## config.mk

```make
export PLATFORM = sky130hd
export DESIGN_NAME = kbd_prn_port
export DESIGN_NICKNAME = d
export VERILOG_FILES = /design/src/rtl/kbd_prn_pkg.sv /design/src/rtl/kp_bus_slave.sv /design/src/rtl/kp_key_chan.sv /design/src/rtl/kp_prn_chan.sv /design/src/rtl/kbd_prn_port.sv
export SDC_FILE = /design/constraint.sdc
export NUM_CORES = 1
export LEC_CHECK = 0
export BUFFER_PORTS_ARGS = -buffer_cell sky130_fd_sc_hd__buf_4
export CORE_ASPECT_RATIO = 0.6
export CORE_MARGIN = 1.5
export CORE_UTILIZATION = 30
export DETAILED_ROUTE_END_ITERATION = 12
export HOLD_SLACK_MARGIN = 0.02
export PLACE_DENSITY_LB_ADDON = 0.05
export SLEW_MARGIN = 20
export SYNTH_ARGS = -nofsm -noshare
export SYNTH_HDL_FRONTEND = slang
export SYNTH_SLANG_ARGS = --single-unit
```

## constraint.sdc

```tcl
create_clock -name clk -period 2.5 [get_ports clk]
set_clock_uncertainty 0.15 [all_clocks]
set_input_delay 0.25 -clock clk [delete_from_list [all_inputs] [get_ports clk]]
set_output_delay 0.25 -clock clk [all_outputs]
set_load 0.02 [all_outputs]
```

## src/rtl/kbd_prn_pkg.sv

```systemverilog
package kbd_prn_pkg;
  typedef enum logic [1:0] {
    SEL_KEY  = 2'd0,
    SEL_PRN  = 2'd1,
    SEL_STAT = 2'd2,
    SEL_NONE = 2'd3
  } kp_sel_e;

  localparam int SEL_W     = 2;
  localparam int ST_FULL   = 0;
  localparam int ST_FREE   = 1;
  localparam int ST_OVR    = 2;
endpackage

```

## src/rtl/kp_bus_slave.sv

```systemverilog
module kp_bus_slave
  import kbd_prn_pkg::*;
#(
  parameter int ADDR_W = 32,
  parameter int DATA_W = 8,
  parameter logic [ADDR_W-1:0] BASE_ADDR = 32'h0000_4000
) (
  input  logic              clk,
  input  logic              rst,
  input  logic [ADDR_W-1:0] addr,
  input  logic              rnw,
  input  logic              mrdy,
  input  logic [DATA_W-1:0] key_byte,
  input  logic [DATA_W-1:0] stat_byte,
  output logic              srdy,
  output logic              rd_en,
  output logic [DATA_W-1:0] rdata,
  output logic              rd_key,
  output logic              rd_stat,
  output logic              wr_prn
);
  logic    hit;
  logic    legal;
  logic    accept;
  kp_sel_e sel;

  assign hit    = (addr[ADDR_W-1:SEL_W] == BASE_ADDR[ADDR_W-1:SEL_W]);
  assign sel    = kp_sel_e'(addr[SEL_W-1:0]);
  assign legal  = hit && ((rnw && (sel == SEL_KEY || sel == SEL_STAT)) ||
                          (!rnw && sel == SEL_PRN));
  assign accept = !srdy && mrdy && legal;

  assign rd_key  = accept && rnw && (sel == SEL_KEY);
  assign rd_stat = accept && rnw && (sel == SEL_STAT);
  assign wr_prn  = accept && !rnw;

  always_ff @(posedge clk) begin
    if (rst) begin
      srdy  <= 1'b0;
      rd_en <= 1'b0;
      rdata <= '0;
    end else if (accept) begin
      srdy  <= 1'b1;
      rd_en <= rnw;
      rdata <= !rnw ? '0 : (sel == SEL_KEY) ? key_byte : stat_byte;
    end else if (srdy && !mrdy) begin
      srdy  <= 1'b0;
      rd_en <= 1'b0;
      rdata <= '0;
    end
  end


  srdy_hold_chk: assert property (@(posedge clk) disable iff (rst)
    srdy && mrdy |=> srdy);

  srdy_drop_chk: assert property (@(posedge clk) disable iff (rst)
    srdy && !mrdy |=> !srdy);

  no_hit_chk: assert property (@(posedge clk) disable iff (rst)
    !srdy && mrdy && !hit |=> !srdy);

  rd_en_srdy_chk: assert property (@(posedge clk) disable iff (rst)
    rd_en |-> srdy);

  rd_en_mrdy_chk: assert property (@(posedge clk) disable iff (rst)
    $rose(rd_en) |-> $past(mrdy));
endmodule

```

## src/rtl/kp_key_chan.sv

```systemverilog
module kp_key_chan #(
  parameter int DATA_W = 8
) (
  input  logic              clk,
  input  logic              rst,
  input  logic [DATA_W-1:0] code,
  input  logic              strobe,
  input  logic              rd_clr,
  input  logic              stat_clr,
  output logic [DATA_W-1:0] held,
  output logic              full,
  output logic              ovr
);
  logic strobe_d;
  logic edge_seen;

  assign edge_seen = strobe && !strobe_d;

  always_ff @(posedge clk) begin
    if (rst) begin
      strobe_d <= 1'b0;
      held     <= '0;
      full     <= 1'b0;
      ovr      <= 1'b0;
    end else begin
      strobe_d <= strobe;
      if (edge_seen) held <= code;
      if (edge_seen)   full <= 1'b1;
      else if (rd_clr) full <= 1'b0;
      if (edge_seen && full && !rd_clr) ovr <= 1'b1;
      else if (stat_clr)                ovr <= 1'b0;
    end
  end


  capture_chk: assert property (@(posedge clk) disable iff (rst)
    edge_seen |=> full && held == $past(code));

  overrun_chk: assert property (@(posedge clk) disable iff (rst)
    edge_seen && full && !rd_clr |=> ovr);

  read_clear_chk: assert property (@(posedge clk) disable iff (rst)
    rd_clr && !edge_seen |=> !full);
endmodule

```

## src/rtl/kp_prn_chan.sv

```systemverilog
module kp_prn_chan #(
  parameter int DATA_W = 8
) (
  input  logic              clk,
  input  logic              rst,
  input  logic              wr,
  input  logic [DATA_W-1:0] wdata,
  input  logic              idle,
  output logic [DATA_W-1:0] out_byte,
  output logic              out_valid,
  output logic              free
);
  always_ff @(posedge clk) begin
    if (rst) begin
      out_byte  <= '0;
      out_valid <= 1'b0;
      free      <= 1'b0;
    end else begin
      if (wr) out_byte <= wdata;
      if (wr)         out_valid <= 1'b1;
      else if (!idle) out_valid <= 1'b0;
      if (wr)                      free <= 1'b0;
      else if (idle && !out_valid) free <= 1'b1;
    end
  end


  launch_chk: assert property (@(posedge clk) disable iff (rst)
    wr |=> out_valid && out_byte == $past(wdata));

  free_clr_chk: assert property (@(posedge clk) disable iff (rst)
    wr |=> !free);

  ack_drop_chk: assert property (@(posedge clk) disable iff (rst)
    !wr && !idle |=> !out_valid);
endmodule

```

## src/rtl/kbd_prn_port.sv

```systemverilog
module kbd_prn_port
  import kbd_prn_pkg::*;
#(
  parameter int ADDR_W = 32,
  parameter int DATA_W = 8,
  parameter logic [ADDR_W-1:0] BASE_ADDR = 32'h0000_4000
) (
  input  logic              clk,
  input  logic              rst,
  input  logic [ADDR_W-1:0] bus_addr,
  input  logic              bus_rnw,
  input  logic              bus_mrdy,
  input  logic [DATA_W-1:0] bus_wdata,
  output logic              bus_srdy,
  output logic [DATA_W-1:0] bus_rdata,
  output logic              bus_rd_en,
  input  logic [DATA_W-1:0] key_code,
  input  logic              key_valid,
  input  logic              prn_idle,
  output logic [DATA_W-1:0] prn_data,
  output logic              prn_valid
);
  logic [DATA_W-1:0] key_byte;
  logic [DATA_W-1:0] stat_byte;
  logic key_full, key_ovr, prn_free;
  logic rd_key, rd_stat, wr_prn;

  always_comb begin
    stat_byte          = '0;
    stat_byte[ST_FULL] = key_full;
    stat_byte[ST_FREE] = prn_free;
    stat_byte[ST_OVR]  = key_ovr;
  end

  kp_bus_slave #(.ADDR_W(ADDR_W), .DATA_W(DATA_W), .BASE_ADDR(BASE_ADDR)) bus_u (
    .clk(clk), .rst(rst), .addr(bus_addr), .rnw(bus_rnw), .mrdy(bus_mrdy),
    .key_byte(key_byte), .stat_byte(stat_byte), .srdy(bus_srdy),
    .rd_en(bus_rd_en), .rdata(bus_rdata), .rd_key(rd_key),
    .rd_stat(rd_stat), .wr_prn(wr_prn)
  );

  kp_key_chan #(.DATA_W(DATA_W)) key_u (
    .clk(clk), .rst(rst), .code(key_code), .strobe(key_valid),
    .rd_clr(rd_key), .stat_clr(rd_stat), .held(key_byte),
    .full(key_full), .ovr(key_ovr)
  );

  kp_prn_chan #(.DATA_W(DATA_W)) prn_u (
    .clk(clk), .rst(rst), .wr(wr_prn), .wdata(bus_wdata), .idle(prn_idle),
    .out_byte(prn_data), .out_valid(prn_valid), .free(prn_free)
  );


  stat_upper_chk: assert property (@(posedge clk) disable iff (rst)
    bus_rd_en |-> ($countones(bus_rdata[DATA_W-1:3]) == 0 ||
                   $past(bus_addr[1:0]) == 2'd0 || $past(bus_rd_en)));
endmodule

```

Word-level counts from Yosys, hierarchy flattened

Index checks and enable logic that the tools add are counted.

Mux-type cells: 13
Reduce and logical (&&, ||, !) cells: 27
Eq/ne operators: 4

Operators by type and width:

| operator               | number |
|---|---|
| $mux W8                | 4 |
| $eq A30 B13 Y1 const B | 1 |
| $logic_and A1 B1 Y1    | 14 |
| $mux W1                | 9 |
| $logic_not A1 Y1       | 6 |
| $reduce_bool A2 Y1     | 3 |
| $eq A2 B1 Y1 const B   | 1 |
| $eq A2 B2 Y1 const B   | 1 |
| $logic_not A2 Y1       | 1 |
| $logic_or A1 B1 Y1     | 2 |
| $ne A2 B1 Y1 const B   | 1 |
| $reduce_or A2 Y1       | 1 |

Output and inout port bits: 19
Bits of input ports: 54
Word-level logic and storage cells: 54
Bits in registers: 31

Depth between registers and ports, before layout

Gate-level depths: netlist of run 1.

Depth after elaboration: 11
Depth in mapped cells: 5
Mapped depth without buffers: 4

By module

A second synthesis of run 1 with hierarchy kept.

Cell total of the unflattened synthesis: 152
Area, all modules: 1412.6 sq um

Modules (own cells, without submodules):

| module       | area each (sq um) | seq. area each (sq um) | cells an instance | times used |
|---|---|---|---|---|
| kp_bus_slave | 658.1             | 200.2                  | 72                | 1 |
| kp_key_chan  | 397.9             | 220.2                  | 46                | 1 |
| kp_prn_chan  | 352.8             | 200.2                  | 33                | 1 |
| kbd_prn_port | 3.8               | 0.0                    | 1                 | 1 |

Least setup slack after synthesis of run 1

OpenSTA, ideal clock, no wires.

Kind: flip-flop to flip-flop
Start point: register bus_u.srdy
End point: register prn_u.out_byte[0]
Path slack: 0.824 ns
Data arrival time: 1.455 ns
Required time: 2.278 ns
Clock period less this slack: 1.676 ns
Stages on the path, launching flop included: 6
Cells stage by stage: dfxtp_1 -> nor4_1 -> nand4_1 -> nor4_2 -> buf_6 -> mux2i_1

Cells in the longest elaborated chain, start to end: 4

RTL lines:

| item                              | line               | RTL |
|---|---|---|
| start: declaration                | kp_bus_slave.sv:15 | `output logic srdy,` |
| start signal: assignment          | kp_bus_slave.sv:39 | `srdy <= 1'b0;` |
| start signal: assignment          | kp_bus_slave.sv:43 | `srdy <= 1'b1;` |
| start signal: assignment          | kp_bus_slave.sv:47 | `srdy <= 1'b0;` |
| $logic_not A1 Y1                  | kp_bus_slave.sv:31 | `assign accept = !srdy && mrdy && legal;` |
| $logic_and A1 B1 Y1 (2 in series) | kp_bus_slave.sv:31 |  |
| $logic_and A1 B1 Y1               | kp_bus_slave.sv:35 | `assign wr_prn = accept && !rnw;` |
| end signal: assignment            | kp_prn_chan.sv:19  | `if (wr) out_byte <= wdata;` |
| end: declaration                  | kp_prn_chan.sv:9   | `output logic [DATA_W-1:0] out_byte,` |

Every way passes these cells.
A chain may end at the register's enable or synchronous reset.

Worst setup path in the final report of run 1

Start point: register bus_u.srdy
End point: register prn_u.out_byte[4]

The elaborated chain is that of the path after synthesis.

==> results.sh, run 1 <==
export IMPL_crit_required_ps=2560
export IMPL_avgSynthCellArea_um2=9.13
export IMPL_final_cell_mix="buf_4, nand2_1, dfxtp_1"
export IMPL_cp_start_kind="register"
export IMPL_syn2layout_area_growth_pct=48.7
export IMPL_internal_power_mw=0.798
export IMPL_drtAntennaViolNets=0
export IMPL_nNetsFinal=282
export IMPL_htreeDepth=2
export IMPL_nFillCells=446
export IMPL_place_ws_ps=572
export IMPL_grt_pass1_vias=1190
export IMPL_cts_tree="built"
export IMPL_gp_congestion=0.758
export IMPL_cts_hold_buf=0
export IMPL_outcome="complete, no violations"
export IMPL_fin_ws_ps=704
export IMPL_fin_crit_sh=0.718
export IMPL_seqPwrFrac=0.495
export IMPL_p_switching_mw=0.237
export IMPL_drt_drc_violations_left=0
export IMPL_relSlewSlack=0.530
export IMPL_clkSinkCount=31
export IMPL_synth_distinct_cells=26
export IMPL_cts_buffers=5
export IMPL_multi_input_area_um2=741
export IMPL_diodes=0
export IMPL_drt_wl_total_um=3630
export IMPL_routedWlPerCell_um=12.5
export IMPL_ys_ff_latch=31
export IMPL_viasPerCell=4.48
export IMPL_final_common_cell="buf_4"
export IMPL_synthCells=154
export IMPL_yosys_warnings=0
export IMPL_synth_top_cell_area_share=0.441
export IMPL_postLayoutCoreUtil=0.460
export IMPL_io_buffer_count=72
export IMPL_tightestPinTransition_ps=705
export IMPL_grt_start_max_net_pins=34
export IMPL_cts_resized_gates=0
export IMPL_clockBufferDepth=2
export IMPL_async_reset_ff_frac=0
export IMPL_io_pins=73
export IMPL_drive_above_1_share=0.404
export IMPL_num_vias=1305
export IMPL_cts_setup_buffers=0
export IMPL_syn_area_um2=1410
export IMPL_drtPass1Iterations=4
export IMPL_power_leakage_nw=0.864
export IMPL_drt_iter0_drc=29
export IMPL_synth_area_leader_cell="dfxtp_1"
export IMPL_worstPathArrival_ps=1850
export IMPL_crit_path_max_fanout=10
export IMPL_p_sw_frac=0.229
export IMPL_rsz0062_at_grt="no"
export IMPL_die_w_um=91.4
export IMPL_seq_area_um2=621
export IMPL_yosys_top_cells_area="dfxtp_1, mux2i_1, nand2_1"
export IMPL_timing_final_hold_violations=0
export IMPL_power_frac_comb=0.120
export IMPL_ys_seq_area_frac=0.441
export IMPL_grt_pass1_wl_um=5690
export IMPL_initial_core_util=0.310
export IMPL_antenna_found_initial=0
export IMPL_slew_viol_final=0
export IMPL_max_cap_violations=0
export IMPL_clock_fmax_mhz=557
export IMPL_fin_setup_tns_ps=0
export IMPL_worstHoldPathType="input port to register"
export IMPL_gr_usage_all_layers=0.144
export IMPL_clkPwrFrac=0.385
export IMPL_power_density_nw_per_um2=495
export IMPL_cts_root_buf="clkbuf_8"
export IMPL_worstSetupPathType="register to register"
export IMPL_setup_viol=0
export IMPL_core_um2=4540
export IMPL_endpoint_kind="register"
export IMPL_insertion_delay_ps=280
export IMPL_clk_transition_reported_paths_ps=60
export IMPL_syn_nets=208
export IMPL_synth_edff_count=0
export IMPL_hpwl_um=2780
export IMPL_vdd_drop_max_mv=0.256
export IMPL_finalCriticalPeriod_ps=1800
export IMPL_dieArea_um2=5120
export IMPL_ys_flop_type="dfxtp_1"
export IMPL_num_rows=19
export IMPL_dieHeight_um=56.0
export IMPL_grt_overflow=0
worst paths after layout:
| path | from | end | slack [ps] | cells after the start |
|---|---|---|---|---|
| hold / removal | key_valid | key_u.strobe_d$_SDFF_PP0_ | 40 | 2 |
| setup reg to reg | bus_u.srdy$_SDFFE_PP0P_ | prn_u.out_byte[4]$_SDFFE_PP0P_ | 700 | 5 |
| hold reg to reg | key_u.held[1]$_SDFFE_PP0P_ | key_u.held[1]$_SDFFE_PP0P_ | 300 | 2 |
| setup / recovery | bus_u.srdy$_SDFFE_PP0P_ | prn_u.out_byte[4]$_SDFFE_PP0P_ | 700 | 5 |
power by group through the flow:
stage	clock, mW	combinational (mW)	sequential [mW]
5_1_grt	0.432	0.136	0.514
4_1_cts	0.411	0.126	0.512
3_5_place_dp	0	0.125	0.523
6_report	0.398	0.124	0.513
3_3_place_gp	0	0.123	0.524
2_1_floorplan	0	0.0475	0.521
registers in the layout, summed over array words and instances, names as in the netlist:
register         flops
bus_u.rd_en          1
key_u.full           1
prn_u.free           1
bus_u.srdy           1
key_u.strobe_d       1
key_u.ovr            1
prn_u.out_byte       8
prn_u.out_valid      1
bus_u.rdata          8
key_u.held           8
synthesized netlist by cell type (2+ instances only):
master and instances:
nand2b_1 19, nor2_1 2, a21oi_1 12, nand2_1 34, nor4_2 4, clkbuf_1 4, o21ba_2 2, mux2_2 3
nor2b_1 5, dfxtp_1 31, mux2i_1 17, nor4_1 3, nor3_1 3, and2_1 2, inv_1 2
worst max-delay path, stage by stage, from the launching register on:
cell,delay (ps)
dfxtp_1,330
nor4_1,270
nand4_1,240
nor4_2,250
buf_4,240
mux2i_1,230
cells by family after synthesis:
family          count (synthesis)  synth area share
simple gates                   76             0.302
flops                          31             0.441
mux                            20             0.145
compound gates                 18            0.0801
buf+inv                         9            0.0320
per-stage QoR:
stage          area, µm²  hold WS (ps)  cells  power [mW]
2_1_floorplan       1410           228    154       0.568
3_5_place_dp        2000           297    284       0.648
5_1_grt             2090          47.3    291        1.08
4_1_cts             2090          41.8    291        1.05
6_report            2090          43.2    291        1.03
3_3_place_gp        2000           295    284       0.646
final cells by class:
| type | count | area share |
|---|---|---|
| Clock buffer | 6 | 0.0395 |
| Clock inverter | 1 | 0.00239 |
| Inverter | 2 | 0.00359 |
| Multi-Input combinational cell | 114 | 0.354 |
| Sequential cell | 31 | 0.297 |
| Tap cell | 63 | 0.0377 |
| Timing Repair Buffer | 74 | 0.266 |
per-layer routing:
metal / share of wire / vias to the layer above / wire (µm) / global-route usage
met1: 0.49 / 579 / 1770 / 0.186
li1: - / 671 / - / -
met2: 0.42 / 51 / 1520 / 0.215
met4: 0.010 / 0 / 37 / 0.0402
met5: 0 / - / 0 / 0
met3: 0.086 / 4 / 311 / 0.0656
No activity file was read; power rests on OpenSTA's default activity.
==> inputs of run 2 (changes only) <==
- clock period: 2.5 -> 1.5 ns (I/O delays scaled with it)
==> run 2 against run 1 <==
Net effect: the run now ends with setup timing left; worst hold slack got worse by 22 ps; clock power rose by 63%; register-to-register slack got worse by 960 ps; final cell count rose by 10%; setup slack got worse by 960 ps; total power rose by 71%; die area did not move; count of clock-buffer cells in the layout did not move; sequential share of layout area fell by 4.1 points; design area rose by 16%; first-iteration DRC count rose by 59%; critical path type unchanged; highest routed layer unchanged.
==> results.sh, run 2 (synthesized netlist as in run 1, its figures left out) <==
export IMPL_insertion_delay_ps=280
export IMPL_final_cells=321
export IMPL_max_cap_violations=0
export IMPL_min_to="prn_u.out_byte[1]$_SDFFE_PP0P_"
export IMPL_cts_buffers=5
export IMPL_outcome="finished, violations left"
export IMPL_drt_wl_total_um=4240
export IMPL_clockBufferDepth=2
export IMPL_routedWlPerCell_um=13.2
export IMPL_die_w_um=91.4
export IMPL_finalCriticalPeriod_ps=1750
export IMPL_power_leakage_nw=1.01
export IMPL_rsz0062_at_grt="yes"
export IMPL_vdd_drop_max_mv=0.413
export IMPL_drt_drc_violations_left=0
export IMPL_fin_crit_sh=1.17
export IMPL_power_density_nw_per_um2=730
export IMPL_cts_tree="built"
export IMPL_worstPathCellList="nor4_4 -> nand4_1 -> buf_4 -> nor4_4 -> buf_6 -> mux2i_2"
export IMPL_whs_path_depth=3
export IMPL_path_delay_family="simple AND/OR/NAND/NOR gates"
export IMPL_viasPerCell=4.52
export IMPL_clkSinkCount=31
export IMPL_clock_fmax_mhz=571
export IMPL_fin_setup_tns_ps=-3030
export IMPL_drive_above_1_share=0.434
export IMPL_worstPathArrival_ps=1800
export IMPL_max_stage_delay_ps=330
export IMPL_crit_buf_inv=2
export IMPL_ff2ff_path_depth=6
export IMPL_syn2layout_area_growth_pct=72.6
export IMPL_cp_start_kind="register"
export IMPL_htreeDepth=2
export IMPL_io_pins=73
export IMPL_cts_root_buf="clkbuf_8"
export IMPL_crit_path_max_fanout=5
export IMPL_nFillCells=441
export IMPL_grt_start_max_net_pins=19
export IMPL_worstHoldPathType="input port to register"
export IMPL_nNetsFinal=312
export IMPL_antenna_found_initial=0
export IMPL_worstHoldStart="bus_wdata[1]"
export IMPL_grt_pass1_wl_um=6860
export IMPL_clk_transition_reported_paths_ps=60
export IMPL_diodes=0
export IMPL_grt_pass1_vias=1404
export IMPL_gp_congestion=0.803
export IMPL_num_rows=19
export IMPL_grt_overflow=0
export IMPL_drt_iter0_drc=46
export IMPL_crit_required_ps=1550
export IMPL_power_mw=1.77
export IMPL_dieHeight_um=56.0
export IMPL_timing_final_hold_violations=0
export IMPL_initial_core_util=0.310
export IMPL_place_ws_ps=-364
export IMPL_tightestPinTransition_ps=408
export IMPL_rr_startpoint="bus_u.srdy$_SDFFE_PP0P_"
export IMPL_biggestRegsByFlops="bus_u.rdata: 8 flops, key_u.held: 8 flops, prn_u.out_byte: 8 flops"
export IMPL_dp_cells=292
export IMPL_drtAntennaViolNets=0
export IMPL_dieArea_um2=5120
export IMPL_postLayoutCoreUtil=0.535
export IMPL_final_common_cell="buf_4"
export IMPL_relSlewSlack=0.727
export IMPL_num_vias=1450
export IMPL_setup_viol=20
export IMPL_hpwl_um=2970
export IMPL_gr_usage_all_layers=0.177
export IMPL_core_um2=4540
export IMPL_endpoint_kind="register"
export IMPL_slew_viol_final=0
export IMPL_final_cell_mix="buf_4, nand2_1, dfxtp_1"
export IMPL_cpMostUsedCell="nor4_4"
export IMPL_drtPass1Iterations=4
export IMPL_fin_ws_ps=-252
export IMPL_violations="setup timing"
export IMPL_r2r_slack_ps=-250
export IMPL_worstSetupPathType="register to register"
export IMPL_cp_slowest_cell="dfxtp_2"
export IMPL_io_buffer_count=72
export IMPL_timing_rr_end="prn_u.out_byte[6]$_SDFFE_PP0P_"
[run 2: changes by cell type in the layout (fill, tap and decap cells not counted), sizes merged]
cell	before	now
buf	74	86
dlygate4sd3	0	18
[run 2: worst reg2reg max path, stage by stage, from the launching register on]
cell and delay (ps):
dfxtp_2 330, nor4_4 120, nand4_1 180, buf_4 190, nor4_4 300, buf_6 200
mux2i_2 210
[run 2: power by group]
part           internal [mW]  switching (mW)
Sequential             0.842          0.0131
Combinational          0.171          0.0953
Clock                  0.359           0.290
Total                   1.37           0.399
[run 2: how the worst max path moves through the flow]
| stage | from | depth (start not counted) | end | slack [ps] |
|---|---|---|---|---|
| 6_report | bus_u.srdy$_SDFFE_PP0P_ | 6 | prn_u.out_byte[6]$_SDFFE_PP0P_ | -250 |
| 5_1_grt | bus_u.srdy$_SDFFE_PP0P_ | 6 | prn_u.out_byte[6]$_SDFFE_PP0P_ | -390 |
| 4_1_cts | bus_u.srdy$_SDFFE_PP0P_ | 6 | prn_u.out_byte[1]$_SDFFE_PP0P_ | -260 |
| 3_5_place_dp | bus_addr[12] | 6 | prn_u.out_byte[6]$_SDFFE_PP0P_ | -360 |
| 3_3_place_gp | bus_addr[12] | 6 | prn_u.out_byte[6]$_SDFFE_PP0P_ | -240 |
| 2_1_floorplan | bus_u.srdy$_SDFFE_PP0P_ | 5 | prn_u.out_byte[0]$_SDFFE_PP0P_ | -80 |
[run 2: metal layers]
layer	up-vias	global-route usage	part of all wire
li1	731	-	-
met1	658	0.227	0.47
met2	53	0.272	0.43
met3	8	0.0492	0.072
met4	0	0.0915	0.023
met5	-	0	0
[run 2: final cells by class]
cell class | instances | area (µm²) | share of cell area
clock buffer | 6 | 82.6 | 0.0340
clock inverter | 1 | 5.00 | 0.00206
inverter | 2 | 7.51 | 0.00309
multi-input combinational | 114 | 798 | 0.329
sequential | 31 | 622 | 0.256
tap | 63 | 78.8 | 0.0325
timing repair buffer | 104 | 833 | 0.343
[run 2: through the flow]
stage | hold slack [ps] | area [µm²]
finish | 20.8 | 2430
global route | 20.6 | 2430
CTS | 22.1 | 2390
detailed placement | 239 | 2060
global placement | 229 | 2060
floorplan | 128 | 1410
[run 2: what timing repair did]
action	CTS	global route
setup endpoints to repair	21	22
hold buffers	18	0
buffers inserted	2	0
cloned	2	0
pin swaps	5	0
hold endpoints to repair	18	0
resized for setup	12	6
